--- config.mk ---
export PLATFORM = sky130hd
export DESIGN_NAME = sec_responder
export DESIGN_NICKNAME = d
export VERILOG_FILES = /design/src/rtl/sec_responder.sv
export SDC_FILE = /design/constraint.sdc
export NUM_CORES = 1
export LEC_CHECK = 0
export ABC_CLOCK_PERIOD_IN_PS = 1500
export BUFFER_PORTS_ARGS = -buffer_cell sky130_fd_sc_hd__buf_2
export CAP_MARGIN = 20
export CORE_MARGIN = 2
export CORE_UTILIZATION = 35
export CTS_BUF_LIST = sky130_fd_sc_hd__clkbuf_2 sky130_fd_sc_hd__clkbuf_4 sky130_fd_sc_hd__clkbuf_8
export DETAILED_ROUTE_END_ITERATION = 12
export SETUP_SLACK_MARGIN = 0.15
export SYNTH_ARGS = -nofsm -noshare
export SYNTH_HDL_FRONTEND = slang
export SYNTH_SLANG_ARGS = --single-unit
--- constraint.sdc ---
create_clock -name clk -period 1.5 [get_ports clk]
set_clock_uncertainty 0.05 [all_clocks]
set_input_delay 0.075 -clock clk [delete_from_list [all_inputs] [get_ports clk]]
set_output_delay 0.075 -clock clk [all_outputs]
set_load 0.01 [all_outputs]
--- src/rtl/sec_responder.sv ---
module sec_responder (
  input  logic       clk,
  input  logic       rst_n,
  input  logic       rd_stb,
  input  logic       wr_stb,
  input  logic [1:0] port_sel,
  input  logic [7:0] wr_data,
  input  logic [7:0] ext_in,
  output logic [7:0] rd_data
);

  localparam logic [1:0] SEL_SEQ  = 2'b00;
  localparam logic [1:0] SEL_PROT = 2'b01;

  logic [2:0] seq_cnt;
  logic [7:0] prot_q;
  logic [7:0] seq_word;
  logic [7:0] prot_word;
  logic [1:0] pat;
  logic       rd_seq, rd_prot, wr_prot;

  assign rd_seq  = rd_stb && port_sel == SEL_SEQ;
  assign rd_prot = rd_stb && port_sel == SEL_PROT;
  assign wr_prot = wr_stb && port_sel == SEL_PROT;

  // pat = {bit7, bit5}
  always_comb begin
    case (seq_cnt)
      3'd0, 3'd1: pat = 2'b01;
      3'd2:       pat = 2'b10;
      default:    pat = 2'b11;
    endcase
  end

  assign seq_word = {pat[1], ext_in[6], pat[0], ext_in[4:0]};

  logic [3:0] b;
  assign b = prot_q[3:0];
  assign prot_word[3:0] = b;
  assign prot_word[4]   = ~(b[0] | b[1] | b[2] | b[3]);
  assign prot_word[5]   = ~((~b[2] & ~b[0]) | (~b[2] & ~b[1]) |
                            (~b[3] & ~b[0]) | (~b[3] & ~b[1]));
  assign prot_word[6]   = b[0] | b[3];
  assign prot_word[7]   = b[1] & ~b[2];

  always_ff @(posedge clk) begin
    if (!rst_n)       seq_cnt <= '0;
    else if (rd_seq)  seq_cnt <= seq_cnt + 3'd1;
  end

  always_ff @(posedge clk) begin
    if (!rst_n)       prot_q <= '0;
    else if (wr_prot) prot_q <= wr_data;
  end

  always_ff @(posedge clk) begin
    if (!rst_n)       rd_data <= '0;
    else if (rd_stb) begin
      if (rd_seq)       rd_data <= seq_word;
      else if (rd_prot) rd_data <= prot_word;
      else              rd_data <= '0;
    end
  end

  a_r5_cnt_step: assert property (@(posedge clk) disable iff (!rst_n)
    rd_seq |=> seq_cnt == $past(seq_cnt) + 3'd1);
  a_r5_cnt_hold: assert property (@(posedge clk) disable iff (!rst_n)
    !rd_seq |=> $stable(seq_cnt));
  a_r6_latch_hold: assert property (@(posedge clk) disable iff (!rst_n)
    !wr_prot |=> $stable(prot_q));
  a_r2_data_hold: assert property (@(posedge clk) disable iff (!rst_n)
    !rd_stb |=> $stable(rd_data));
  a_r4_passthru: assert property (@(posedge clk) disable iff (!rst_n)
    rd_seq |=> (rd_data & 8'h5F) == ($past(ext_in) & 8'h5F));
  a_r7_low_nibble: assert property (@(posedge clk) disable iff (!rst_n)
    rd_prot |=> rd_data[3:0] == $past(prot_q[3:0]));
  a_r10_unmapped: assert property (@(posedge clk) disable iff (!rst_n)
    (rd_stb && port_sel[1]) |=> rd_data == 8'h00);

endmodule

==> impl_metrics.tcl <==
set metrics [dict create \
    syn_area_um2 735.7 \
    clock_sinks 15 \
    syn_inst 77 \
    die_w_um 49.85 \
    ant_nets 0 \
    fmax_mhz 768.9 \
    initial_utilization_pct 37.12 \
    yosysWarningCount 0 \
    hpwlAfterDp_mm 1.206 \
    die_area_um2 2485 \
    grt_pass1_wl_mm 2.732 \
    hold-worst-slack_ps 18.97 \
    grt_remaining_overflow 0 \
    synth_ff_type "dfxtp_1" \
    multi_input_area_um2 426.7 \
    synth_area_leaders "dfxtp_1 (41%), mux2i_1 (12%), nor2_1 (7.7%), ha_1 (6.8%), a2bb2oi_1 (4.8%)" \
    cts.clk_slew.worst_paths_ps 100 \
    pre_cts_slack_ps 88.42 \
    leakagePower_uw 0.0004670 \
    fin_ws_ps 199.4 \
    finalSetupTns_ps 0 \
    finalWirelength_mm 1.651 \
    cpMaxStageDelayCell "dfxtp_4" \
    timing.final.crit_share_pct 86.70 \
    place_area_um2 884.6 \
    io_buffer_count 23 \
    hold_viol 0 \
    arrival_ps 1430 \
    cap_violations 0 \
    yosys.area_share.simple_pct 17.86 \
    core_um2 1982 \
    clockRootBuffer "clkbuf_4" \
    synth_nets 103 \
    via_count 652 \
    drt_pass1_iterations 4 \
    avgSynthCellArea_um2 9.555 \
    cellPowerDensity_nw_per_um2 793.5 \
    insertion_delay_ps 290 \
    synth-compound-area-share_pct 15.82 \
    ir_drop_v 0.0006875 \
    track_usage_pct 14.71 \
    wl_per_cell_um 12.14 \
    worst-path-max-fanout 4 \
    antenna_found_initial 0 \
    worstMarginPinSlew_ps 308.2 \
    drive_gt1_share_pct 33.94 \
    cts_tree "done" \
    min_period_ps 1301 \
    antennaDiodeCount 0 \
    required_ps 1630 \
    rsz0062_at_grt "false" \
    io_pins 30 \
    muxShareOfSynthArea_pct 12.24 \
    yosys_register_bits 15 \
    synth_top_area_share_pct 40.82 \
    slew_headroom_pct 79.37 \
    final_util_pct 49.81 \
    nNetsFinal 136 \
    cp-start-kind "flip-flop" \
    status "finished, final reports clean" \
    drv_slew 0 \
    yosysTopAreaCell "dfxtp_1" \
    row_count 16 \
    finalSetupViolations 0 \
    ys_types 26 \
    cp_cell_sequence "inv_2 -> ha_4 -> nor4b_2 -> mux2i_1 -> a32o_1" \
    post-route-drc-count 0 \
    fin_area_um2 987.2 \
    async_reset_ff_share_pct 0 \
    cts_max_level 1 \
    grt_pass1_vias 605 \
    die_y_um 49.85 \
    drt_iter0_drc 7 \
    hp-class "primary input to flip-flop" \
    clk_path_buf_depth 2 \
    regArea_um2 304.0 \
    place_congestion 0.7340 \
    synthAdderAreaFrac_pct 6.803 \
    yosysSeqAreaShare_pct 40.82 \
    end_kind "flip-flop" \
    path_class "flip-flop to flip-flop" \
    synth_xor_area_share_pct 2.381 \
    synth_edf_count 0 \
    synth_top_family_by_area "simple AND/OR/NAND/NOR gates" \
    fillCellCount 205 \
    viasPerCell 4.794 \
    grt_max_degree 14 \
    critPathMaxStageDelay_ps 380 \
    numCtsBuffers 3 \
    areaGrowthSynthToFinish_pct 34.18 \
]
==> synthesized netlist by cell type, types with 2 or more instances <==
library cell and count:
ha_1 4, xnor2_1 2, mux2i_1 9, nor2_1 15, a21oi_1 2, o21ai_0 2
a2bb2oi_1 4, a22oi_1 2, inv_1 4, nand2_1 3, dfxtp_1 15
==> registers in the layout, indices dropped and copies added (netlist names) <==
register / count
prot_q: 4
rd_data: 8
seq_cnt: 3
==> routing by layer <==
layer	GRT usage (%)	part of all wire, %
met4	1.389	0
met1	17.67	45
met3	6.970	6.2
met2	24.67	49
met5	0	0
==> power breakdown <==
| part | switching, uW | leakage [uW] | total, uW | internal [uW] |
|---|---|---|---|---|
| clock | 135 | 0.0000177 | 234 | 99.2 |
| sequential | 10.8 | 0.000123 | 422 | 412 |
| combinational | 60.2 | 0.000326 | 127 | 66.4 |
| total | 206 | 0.000467 | 783 | 577 |
==> critical path: cells and delay by family (launching register included) <==
kind	cells	cell delay, ps
DFF	1	380
AOI/OAI and AO/OA	1	220
and+or+nand+nor	1	250
adders and majority gates	1	150
muxes	1	100
buffers and inverters	1	50
==> per-stage QoR <==
step / std cells / power (uW)
final: 136 / 783.3
after global routing: 136 / 826.0
after CTS: 136 / 794.4
after detailed placement: 127 / 544.6
after global placement: 127 / 543.3
after floorplan: 77 / 499.6
==> layout make-up <==
| class | count | share of cell area, % |
|---|---|---|
| Clock inverter | 1 | 0.5070 |
| Clock buffer | 3 | 2.281 |
| Inverter | 4 | 1.521 |
| Timing Repair Buffer | 30 | 18.25 |
| Multi-Input combinational cell | 56 | 43.22 |
| Sequential cell | 15 | 30.80 |
| Tap cell | 27 | 3.422 |
==> repair_timing <==
| item | CTS | global route |
|---|---|---|
| hold buffers | 5 | 0 |
| setup buffers | 0 | 0 |
| endpoints found under the setup margin | 1 | 1 |
| endpoints found under the hold margin | 5 | 0 |
| gates resized for setup | 2 | 5 |
| pin swaps | 0 | 2 |
==> final timing paths <==
path         slack (ps)          to        from  depth (start not counted)
max reg2reg         200  rd_data[5]  seq_cnt[0]                          5
max                 200  rd_data[5]  seq_cnt[0]                          5
min reg2reg         430  rd_data[6]  rd_data[6]                          2
min                  20  rd_data[4]       rst_n                          3
==> placed cells by master, fill, tap and decap left out, types with 3 or more instances in the layout <==
| master | Yosys | routed |
|---|---|---|
| inv_1 | 4 | 3 |
| dfxtp_1 | 15 | 14 |
| dlygate4sd3_1 | 0 | 5 |
| nor2_1 | 15 | 15 |
| buf_2 | 0 | 23 |
| nand2_1 | 3 | 3 |
| a2bb2oi_1 | 4 | 4 |
| clkbuf_4 | 0 | 3 |
| mux2i_1 | 9 | 9 |
==> cells by family (layout without fill, tap and decap cells) <==
family                   count (synthesis)  count (layout)
AND/OR/NAND/NOR                         25              25
AO/OA/AOI/OAI                           16              16
flip-flops                              15              15
multiplexers                             9               9
buffers and inverters                    6              38
adder cells (fa/ha/maj)                  4               4
XOR/XNOR                                 2               2
No activity file was read; power rests on OpenSTA's default activity.
